===== src/rtl/dcs_pkg.sv =====
package dcs_pkg;

    localparam int WORD_W  = 24;
    localparam int PAD_W   = 8;
    localparam int FRAME_W = PAD_W + WORD_W;

    localparam logic [3:0] CMD_NOP = 4'hF;

    typedef enum logic [2:0] {
        ST_IDLE,
        ST_LEAD,
        ST_HIGH,
        ST_LOW,
        ST_TAIL,
        ST_GAP
    } seq_state_e;

    typedef struct packed {
        logic [3:0]  cmd;
        logic [3:0]  addr;
        logic [15:0] data;
    } dac_word_t;

    // Build one device frame: zero pad bits, then the (possibly replaced) word.
    function automatic logic [FRAME_W-1:0] make_frame(input dac_word_t w, input logic skip);
        dac_word_t f;
        f = w;
        if (skip) begin
            f.cmd  = CMD_NOP;
            f.addr = '0;
            f.data = '0;
        end
        return {{PAD_W{1'b0}}, f};
    endfunction

endpackage


===== src/rtl/dcs_frame_pack.sv =====
module dcs_frame_pack
    import dcs_pkg::*;
#(
    parameter int NUM_DEV = 3
) (
    input  logic [NUM_DEV*WORD_W-1:0]  words_i,
    input  logic [NUM_DEV-1:0]         skip_i,
    output logic [NUM_DEV*FRAME_W-1:0] stream_o
);

    // Device k sits in slot k; the top slot leaves the shifter first.
    for (genvar k = 0; k < NUM_DEV; k++) begin : g_dev
        assign stream_o[k*FRAME_W +: FRAME_W] =
            make_frame(dac_word_t'(words_i[k*WORD_W +: WORD_W]), skip_i[k]);
    end

endmodule


===== src/rtl/dcs_timing.sv =====
module dcs_timing
    import dcs_pkg::*;
#(
    parameter int NUM_DEV    = 3,
    parameter int SCK_HI_CYC = 2,
    parameter int SCK_LO_CYC = 2,
    parameter int LEAD_CYC   = 1,
    parameter int TAIL_CYC   = 1,
    parameter int GAP_CYC    = 2
) (
    input  logic clk,
    input  logic rst,
    input  logic start_i,
    output logic sck_o,
    output logic cs_n_o,
    output logic busy_o,
    output logic done_o,
    output logic load_o,
    output logic shift_o,
    output logic sample_o
);

    localparam int TOT_BITS = NUM_DEV * FRAME_W;
    localparam int BIT_W    = $clog2(TOT_BITS + 1);
    localparam int MAX_AB   = (SCK_HI_CYC > SCK_LO_CYC) ? SCK_HI_CYC : SCK_LO_CYC;
    localparam int MAX_CD   = (LEAD_CYC > TAIL_CYC) ? LEAD_CYC : TAIL_CYC;
    localparam int MAX_ABCD = (MAX_AB > MAX_CD) ? MAX_AB : MAX_CD;
    localparam int CNT_MAX  = (MAX_ABCD > GAP_CYC) ? MAX_ABCD : GAP_CYC;
    localparam int CNT_W    = $clog2(CNT_MAX + 1);

    seq_state_e       state;
    logic [CNT_W-1:0] cnt;
    logic [CNT_W-1:0] lim;
    logic [BIT_W-1:0] bits_left;
    logic             last_cnt;
    logic             last_bit;

    always_comb begin
        case (state)
            ST_LEAD: lim = CNT_W'(LEAD_CYC - 1);
            ST_HIGH: lim = CNT_W'(SCK_HI_CYC - 1);
            ST_LOW:  lim = CNT_W'(SCK_LO_CYC - 1);
            ST_TAIL: lim = CNT_W'(TAIL_CYC - 1);
            ST_GAP:  lim = CNT_W'(GAP_CYC - 1);
            default: lim = '0;
        endcase
        last_cnt = (cnt == lim);
        last_bit = (bits_left == BIT_W'(1));
    end

    assign busy_o   = (state != ST_IDLE);
    assign load_o   = (state == ST_IDLE) && start_i;
    assign sample_o = ((state == ST_LEAD) || (state == ST_LOW)) && last_cnt;
    assign shift_o  = (state == ST_HIGH) && last_cnt && !last_bit;

    always_ff @(posedge clk) begin
        if (rst) begin
            state     <= ST_IDLE;
            cnt       <= '0;
            bits_left <= '0;
            sck_o     <= 1'b0;
            cs_n_o    <= 1'b1;
            done_o    <= 1'b0;
        end else begin
            done_o <= 1'b0;
            case (state)
                ST_IDLE: begin
                    if (start_i) begin
                        state     <= ST_LEAD;
                        cs_n_o    <= 1'b0;
                        cnt       <= '0;
                        bits_left <= BIT_W'(TOT_BITS);
                    end
                end
                ST_LEAD, ST_LOW: begin
                    if (last_cnt) begin
                        sck_o <= 1'b1;
                        state <= ST_HIGH;
                        cnt   <= '0;
                    end else begin
                        cnt <= cnt + CNT_W'(1);
                    end
                end
                ST_HIGH: begin
                    if (last_cnt) begin
                        sck_o <= 1'b0;
                        cnt   <= '0;
                        if (last_bit) begin
                            state <= ST_TAIL;
                        end else begin
                            bits_left <= bits_left - BIT_W'(1);
                            state     <= ST_LOW;
                        end
                    end else begin
                        cnt <= cnt + CNT_W'(1);
                    end
                end
                ST_TAIL: begin
                    if (last_cnt) begin
                        cs_n_o <= 1'b1;
                        state  <= ST_GAP;
                        cnt    <= '0;
                    end else begin
                        cnt <= cnt + CNT_W'(1);
                    end
                end
                ST_GAP: begin
                    if (last_cnt) begin
                        done_o <= 1'b1;
                        state  <= ST_IDLE;
                        cnt    <= '0;
                    end else begin
                        cnt <= cnt + CNT_W'(1);
                    end
                end
                default: state <= ST_IDLE;
            endcase
        end
    end

    // Independent run-length counter of the SCK high level.
    logic [CNT_W-1:0] hi_run;
    always_ff @(posedge clk) begin
        if (rst)        hi_run <= '0;
        else if (sck_o) hi_run <= hi_run + CNT_W'(1);
        else            hi_run <= '0;
    end

    p_idle_quiet_r1: assert property (@(posedge clk) disable iff (rst)
        !busy_o |-> (cs_n_o && !sck_o));

    p_sck_in_window_r5: assert property (@(posedge clk) disable iff (rst)
        sck_o |-> !cs_n_o);

    p_hi_width_r6: assert property (@(posedge clk) disable iff (rst)
        $fell(sck_o) |-> (hi_run == CNT_W'(SCK_HI_CYC)));

    p_done_pulse_r9: assert property (@(posedge clk) disable iff (rst)
        done_o |=> !done_o);

    p_done_cs_high_r9: assert property (@(posedge clk) disable iff (rst)
        done_o |-> (cs_n_o && !sck_o));

    p_no_restart_r10: assert property (@(posedge clk) disable iff (rst)
        busy_o |=> !$fell(cs_n_o));

endmodule


===== src/rtl/dcs_shifter.sv =====
module dcs_shifter
    import dcs_pkg::*;
#(
    parameter int NUM_DEV = 3
) (
    input  logic                       clk,
    input  logic                       rst,
    input  logic                       load_i,
    input  logic                       shift_i,
    input  logic                       sample_i,
    input  logic [NUM_DEV*FRAME_W-1:0] stream_i,
    input  logic                       sdo_i,
    output logic                       sdi_o,
    output logic [NUM_DEV*FRAME_W-1:0] rd_o
);

    localparam int TOT_BITS = NUM_DEV * FRAME_W;

    logic [TOT_BITS-1:0] tx_q;
    logic [TOT_BITS-1:0] rx_q;

    always_ff @(posedge clk) begin
        if (rst)          tx_q <= '0;
        else if (load_i)  tx_q <= stream_i;
        else if (shift_i) tx_q <= {tx_q[TOT_BITS-2:0], 1'b0};
    end

    always_ff @(posedge clk) begin
        if (rst)           rx_q <= '0;
        else if (sample_i) rx_q <= {rx_q[TOT_BITS-2:0], sdo_i};
    end

    assign sdi_o = tx_q[TOT_BITS-1];
    assign rd_o  = rx_q;

    p_sdi_moves_on_step_r7: assert property (@(posedge clk) disable iff (rst)
        !$stable(sdi_o) |-> $past(load_i || shift_i));

    p_no_shift_while_sample_r7: assert property (@(posedge clk) disable iff (rst)
        !(shift_i && sample_i));

endmodule


===== src/rtl/dac_chain_seq.sv =====
module dac_chain_seq
    import dcs_pkg::*;
#(
    parameter int NUM_DEV    = 3,
    parameter int SCK_HI_CYC = 2,
    parameter int SCK_LO_CYC = 2,
    parameter int LEAD_CYC   = 1,
    parameter int TAIL_CYC   = 1,
    parameter int GAP_CYC    = 2
) (
    input  logic                       clk,
    input  logic                       rst,
    input  logic                       start_i,
    input  logic [NUM_DEV*24-1:0]      words_i,
    input  logic [NUM_DEV-1:0]         skip_i,
    input  logic                       sdo_i,
    output logic                       sck_o,
    output logic                       sdi_o,
    output logic                       cs_n_o,
    output logic                       busy_o,
    output logic                       done_o,
    output logic [NUM_DEV*32-1:0]      rd_data_o
);

    localparam int TOT_BITS = NUM_DEV * FRAME_W;

    logic [TOT_BITS-1:0] stream;
    logic                load;
    logic                shift;
    logic                sample;

    dcs_frame_pack #(
        .NUM_DEV (NUM_DEV)
    ) u_pack (
        .words_i  (words_i),
        .skip_i   (skip_i),
        .stream_o (stream)
    );

    dcs_timing #(
        .NUM_DEV    (NUM_DEV),
        .SCK_HI_CYC (SCK_HI_CYC),
        .SCK_LO_CYC (SCK_LO_CYC),
        .LEAD_CYC   (LEAD_CYC),
        .TAIL_CYC   (TAIL_CYC),
        .GAP_CYC    (GAP_CYC)
    ) u_timing (
        .clk      (clk),
        .rst      (rst),
        .start_i  (start_i),
        .sck_o    (sck_o),
        .cs_n_o   (cs_n_o),
        .busy_o   (busy_o),
        .done_o   (done_o),
        .load_o   (load),
        .shift_o  (shift),
        .sample_o (sample)
    );

    dcs_shifter #(
        .NUM_DEV (NUM_DEV)
    ) u_shift (
        .clk      (clk),
        .rst      (rst),
        .load_i   (load),
        .shift_i  (shift),
        .sample_i (sample),
        .stream_i (stream),
        .sdo_i    (sdo_i),
        .sdi_o    (sdi_o),
        .rd_o     (rd_data_o)
    );

endmodule


===== config.mk =====
export PLATFORM = sky130hd
export DESIGN_NAME = dac_chain_seq
export DESIGN_NICKNAME = d
export VERILOG_FILES = /design/src/rtl/dcs_pkg.sv /design/src/rtl/dcs_frame_pack.sv /design/src/rtl/dcs_timing.sv /design/src/rtl/dcs_shifter.sv /design/src/rtl/dac_chain_seq.sv
export SDC_FILE = /design/constraint.sdc
export NUM_CORES = 1
export LEC_CHECK = 0
export BUFFER_PORTS_ARGS = -buffer_cell sky130_fd_sc_hd__buf_2
export CORE_UTILIZATION = 34
export DETAILED_ROUTE_END_ITERATION = 10
export HOLD_SLACK_MARGIN = 0.15
export SLEW_MARGIN = 20
export SYNTH_ARGS = -nofsm -noshare
export SYNTH_HDL_FRONTEND = slang
export SYNTH_SLANG_ARGS = --single-unit

===== constraint.sdc =====
create_clock -name clk -period 4.35 [get_ports clk]
set_input_delay 0.435 -clock clk [delete_from_list [all_inputs] [get_ports clk]]
set_output_delay 0.435 -clock clk [all_outputs]
set_load 0.01 [all_outputs]

After elaboration in Yosys (flattened, before gate mapping)
Cells that the tools add are included.
{"block": "totals", "regBits": 207, "inputBits": 79}
{"block": "classes", "addsub": 2, "n_eq_ne": 13, "mux": 26, "n_bitwise": 1, "reduce_logical": 23}
{"cell": "$mux W88", "count": 2}
{"cell": "$mux W24", "count": 3}
{"cell": "$mux W7", "count": 3}
{"cell": "$mux W3", "count": 6}
{"cell": "$pmux W3 S5", "count": 1}
{"cell": "$pmux W7 S2", "count": 1}
{"cell": "$reduce_bool A2 Y1", "count": 5}
{"cell": "$ne A2 B1 Y1 const B", "count": 4}
{"cell": "$eq A7 B1 Y1 const B", "count": 1}
{"cell": "$sub A7 B1 Y7 const B", "count": 1}
{"cell": "$eq A3 B2 Y1 const B", "count": 2}
{"cell": "$eq A3 B3 Y1 const B", "count": 2}
{"cell": "$reduce_and A3 Y1", "count": 2}
{"cell": "$reduce_or A2 Y1", "count": 3}
{"cell": "$mux W1", "count": 5}
{"cell": "$reduce_and A5 Y1", "count": 1}
{"cell": "$reduce_or A5 Y1", "count": 1}
{"cell": "$logic_and A1 B1 Y1", "count": 4}
{"cell": "$mux W2", "count": 2}
{"cell": "$ne A2 B2 Y1 const B", "count": 2}
{"cell": "$pmux W1 S2", "count": 2}
{"cell": "$pmux W2 S2", "count": 1}
{"cell": "$reduce_and A4 Y1", "count": 1}
{"cell": "$eq A3 B1 Y1 const B", "count": 1}
{"cell": "9 further kinds", "count": 9}

Longest topological paths before layout
{"block": "depth", "word_depth": 8, "mapped_depth": 9, "mapped_depth_nobuf": 6}

Hierarchy
A second synthesis with hierarchy kept.
{"block": "unflattened", "hier_cells": 956, "hier_area_um2": 9504.1}
{"mod": "dcs_shifter", "n_inst": 1, "cells_each": 736, "area_per_inst_um2": 7843.8, "seq_area_each_um2": 3843.7}
{"mod": "dcs_timing", "n_inst": 1, "cells_each": 117, "area_per_inst_um2": 969.7, "seq_area_each_um2": 300.3}
{"mod": "dcs_frame_pack", "n_inst": 1, "cells_each": 103, "area_per_inst_um2": 690.7, "seq_area_each_um2": 0.0}

Least setup slack after synthesis
Ideal clock, no wire load.
{"block": "synth_path", "kind": "register to register", "start": "register u_timing.bits_left[2]", "end": "register u_shift.tx_q[6]", "setup_ps": 132, "arrival_ps": 1708, "required_time_ps": 4218, "path_slack_ps": 2510, "path_stages_with_launch": 7, "period_less_slack_ps": 1840, "cell_sequence": "dfxtp_1 -> or4_4 -> o211a_1 -> buf_2 -> buf_2 -> a221oi_1 -> nor3_1"}
{"block": "synth_via", "elab_chain_len": 4}
{"element": "start, declared", "line_no": "dcs_timing.sv:34", "rtl": "logic [BIT_W-1:0] bits_left;"}
{"element": "start signal, assigned", "line_no": "dcs_timing.sv:72", "rtl": "bits_left <= BIT_W'(TOT_BITS);"}
{"element": "start signal, assigned", "line_no": "dcs_timing.sv:91", "rtl": "bits_left <= bits_left - BIT_W'(1);"}
{"element": "$eq A7 B1 Y1", "line_no": "dcs_timing.sv:48", "rtl": "last_bit = (bits_left == BIT_W'(1));"}
{"element": "$logic_not A1 Y1", "line_no": "dcs_timing.sv:54", "rtl": "assign shift_o = (state == ST_HIGH) && last_cnt && !last_bit;"}
{"element": "$logic_and A1 B1 Y1", "line_no": "dcs_timing.sv:54"}
{"element": "$reduce_bool A2 Y1 (no source line)"}
{"element": "end signal, assigned", "line_no": "dcs_shifter.sv:24", "rtl": "else if (load_i) tx_q <= stream_i;"}
{"element": "end signal, assigned", "line_no": "dcs_shifter.sv:25", "rtl": "else if (shift_i) tx_q <= {tx_q[TOT_BITS-2:0], 1'b0};"}
{"element": "end, declared", "line_no": "dcs_shifter.sv:19", "rtl": "logic [TOT_BITS-1:0] tx_q;"}
Every way passes these cells.
A chain may end at the register's enable or synchronous reset.

Final worst setup path
{"block": "layout_path", "start": "register u_timing.state[2]", "end": "register u_shift.tx_q[79]"}
{"block": "layout_via", "elab_chain_len": 7, "elab_cells_between_ends": 12}
{"element": "start, declared", "line_no": "dcs_timing.sv:31", "rtl": "seq_state_e state;"}
{"element": "start signal, assigned", "line_no": "dcs_timing.sv:58", "rtl": "state <= ST_IDLE;"}
{"element": "start signal, assigned", "line_no": "dcs_timing.sv:69", "rtl": "state <= ST_LEAD;"}
{"element": "start signal, assigned", "line_no": "dcs_timing.sv:78", "rtl": "state <= ST_HIGH;"}
{"element": "$eq A3 B3 Y1 (tied with other cells)", "line_no": "dcs_timing.sv:39", "rtl": "case (state)"}
{"element": "$reduce_or A3 Y1 (no source line)"}
{"element": "$mux W1", "line_no": "dcs_timing.sv:39"}
{"element": "$eq A2 B1 Y1", "line_no": "dcs_timing.sv:47", "rtl": "last_cnt = (cnt == lim);"}
{"element": "$logic_and A1 B1 Y1 (2 in a row)", "line_no": "dcs_timing.sv:54"}
{"element": "$reduce_bool A2 Y1 (no source line)"}
Parallel ways exist; a longest one is shown, timed or not.

==> run summary <==
Post-DR wirelength/cell: 13.6 µm
Clk sink count: 207
Max Clock Skew: 24.9 ps
Critical path type: register to register
Hold_ws: 163 ps
Pint: 3.77 mW
R2r worst-path depth: 5
Setup tns final: 0 ps
Hold_sp: words_i[0]
Worst path top cell family by delay: simple AND/OR/NAND/NOR gates
Crit path arrival time: 3290 ps
R2R Setup Slk: 1490 ps
Initial detailed-routing violation count: 408
Core area: 23700 µm²
P_sw: 1.49 mW
Drt drc: 0
Hold Path End: u_shift.tx_q[0]$_SDFFE_PP0P_
Root buffer cell: clkbuf_16
Fraction of layout cells with a size suffix above 1: 22.8%
Placed instance area: 9360 µm²
Worst path max stage delay: 1070 ps
Cell taking the most area after synthesis: dfxtp_1
H-tree levels: 1
CTS tree: done
Setup crit end kind: register
Worst hold path cell count: 3
Antenna viol nets, final: 0
Crit path launch: u_timing.state[2]$_SDFFE_PP0P_
VDD IR max: 246 µV
Design Area, Final: 10600 µm²
Final setup violation count: 0
Crit path buf inv count: 1
Worst path required time: 4780 ps
Largest net degree at the start of global routing: 93
Status: finished, final reports clean
Slew headroom: 30.1%
Minimum clock period: 2860 ps
Worst reg2reg path startpoint: u_timing.state[2]$_SDFFE_PP0P_
Final Hold Violating Endpoints: 0
Row count: 56
Pin slew with the least headroom to its limit: 1040 ps
Yosys warnings: 0
Startpoint types: register
Final worst-path cycle share: 65.7%
Combinational fraction of design power: 19.6%
Inserted Diodes: 0
Clk buf depth: 3
First-pass GRT wire length: 29900 µm
Leakage: 4.17 nW
Worst skew pair latency: 520 ps
Vias: 6718
Synth top area share: 50.0%
Switching Fraction: 28.3%
Post-Syn Area: 8300 µm²
Final wirelength: 18700 µm
Count of final max-slew check failures: 0
Final core occ: 44.7%
Reg-to-reg endpoint: u_shift.tx_q[79]$_SDFFE_PP0P_
Gp weighted congestion: 0.755
Crit-path cells: or4b_2 -> buf_4 -> nor3_4 -> a32oi_1 -> o21ai_0
Die ar.: 25000 µm²
Initial antenna violation count: 0
Layout area overhead: 27.5%
Die Wd: 158 µm
Max_cap viols: 0
Netlist cell types: 52
Syn avg cell area: 9.68 µm²
Crit-path slowest cell: or4b_2
Die height: 158 µm
Max Clk Rate: 350 MHz
Total CTS buffers: 23
I/O Buffers: 179
Detailed placer's ending HPWL: 11900 µm
Initial cell density of the core: 35.0%
Main flop type after synthesis: dfxtp_1
Final net count: 1118
Overflow after GRT: 0
Worst hold path type: input pin to register
Post-synthesis sequential area ratio: 50.0%
Ys async rst share: 0%
Clk slew on worst S/H paths: 60 ps
Mapped Cells: 857
Synth top area cells: dfxtp_1, mux2i_1, nand2b_1
Number of synthesized flops with an enable pin: 0
First-pass DRT Iterations: 5
Pwr Density: 497 nW/µm²
GR Util All Layers: 14.3%
Post-CTS Setup Repair Bufs: 0
Clock share of power: 39.3%
Vias in the first global route: 6216
Post-Syn Nets: 938
Seq pwr share: 41.1%
Via density: 4.89
Worst-path maximum fanout: 27
RSZ-0062 raised after global routing: false
I/O pin count: 180
#FFs+latches synth: 207
worst max path at each step:
stage                                     to  cells after the start
2_1_floorplan   u_shift.tx_q[6]$_SDFFE_PP0P_                      6
3_3_place_gp   u_shift.tx_q[80]$_SDFFE_PP0P_                      5
3_5_place_dp   u_shift.tx_q[82]$_SDFFE_PP0P_                      5
4_1_cts        u_shift.tx_q[82]$_SDFFE_PP0P_                      5
5_1_grt        u_shift.tx_q[68]$_SDFFE_PP0P_                      5
6_report       u_shift.tx_q[79]$_SDFFE_PP0P_                      5
layout by cell type (no fill, tap or decap), types with 2 or more instances in the layout:
cell             n
a211oi_1        12
a32oi_1         21
nor4_1           3
nor2_1          30
dlygate4sd3_1   39
buf_4            8
a221oi_1        17
inv_1            8
nor2_4           2
nand4_1          2
clkinv_2         5
buf_12           3
bufinv_16        3
nor3_1          33
ha_1             2
o21ai_0         23
a21oi_1         33
nand2_1         95
or4_1            3
dfxtp_1        207
clkbuf_1         2
or3_1            4
nand3_1         26
o211ai_1        20
buf_2          178
clkbuf_8         8
mux2i_1        108
nand3b_1         2
a31oi_1          5
nand2b_1       100
nor2b_1          2
clkbuf_16       23
o21ai_1          2
metal layers:
layer,global-route usage (%),up-vias,wire [µm]
met5,0,-,0
met4,3.21,0,239
met3,2.96,23,1130
met2,23.1,174,8110
met1,19.5,3132,9260
li1,-,3389,-
kinds of logic (layout without fill, tap and decap cells):
family                     after synthesis  after routing  synth area share [%]
AOI/OAI and AO/OA                      146            146                  12.3
DFF                                    207            207                  50.0
and+or+nand+nor                        312            312                  19.4
buffers and inverters                   81            278                  4.90
xor gates and xnor gates                 1              1                 0.106
adders and majority gates                2              2                 0.302
muxes                                  108            108                  13.0
per-stage QoR:
stage / setup WS (ps) / total power [mW] / cells
final: 1490 / 5.26 / 1373
after global routing: 1280 / 5.52 / 1373
after CTS: 1490 / 5.33 / 1373
after detailed placement: 1510 / 3.20 / 1292
after global placement: 1530 / 3.20 / 1292
after floorplan: 2510 / 3.00 / 857
worst register-to-register path, cell delays in order, from the launching register on:
cell,delay (ps)
dfxtp_1,500
or4b_2,1070
buf_4,370
nor3_4,600
a32oi_1,110
o21ai_0,130
area by class of cell:
type                       count  area, µm²
sequential                   207       4140
tap                          319        399
inverter                       8       30.0
clock buffer                  33        693
clock inverter                 9        135
fill                        2304      13100
timing repair buffer         228       1400
multi-input combinational    569       3770
synth_stat cells (3+ instances only):
| library cell | instances |
|---|---|
| inv_1 | 8 |
| buf_6 | 9 |
| mux2i_1 | 108 |
| a221oi_1 | 17 |
| or3_1 | 4 |
| a32oi_1 | 21 |
| a31oi_1 | 5 |
| or4_1 | 3 |
| nand2b_1 | 100 |
| nor2_1 | 31 |
| nor3_1 | 34 |
| o211ai_1 | 20 |
| clkbuf_1 | 34 |
| buf_1 | 4 |
| o21ai_0 | 23 |
| nand2_1 | 95 |
| nor4_1 | 3 |
| nand3_1 | 26 |
| a21oi_1 | 33 |
| a211oi_1 | 12 |
| dfxtp_1 | 207 |
| buf_2 | 25 |
power by group through the flow:
stage | Combinational (mW) | Clock, mW | Sequential (mW)
floorplan | 0.857 | 0 | 2.14
CTS | 1.04 | 2.13 | 2.16
global route | 1.12 | 2.22 | 2.18
global placement | 0.999 | 0 | 2.20
detailed placement | 1.00 | 0 | 2.20
finish | 1.03 | 2.07 | 2.16
repair_timing:
| action | 4_1_cts | 5_1_grt |
|---|---|---|
| hold buffers | 39 | 0 |
| resized for setup | 0 | 0 |
| endpoints found under the hold margin | 39 | 0 |
state kept, by name (all words and copies together), names as in the netlist:
| signal | cells |
|---|---|
| u_shift.tx_q | 96 |
| u_timing.cs_n_o | 1 |
| u_timing.done_o | 1 |
| u_timing.sck_o | 1 |
| u_shift.rd_o | 96 |
| u_timing.state | 3 |
| u_timing.cnt | 2 |
| u_timing.bits_left | 7 |
(Power assumes the default switching activity.)
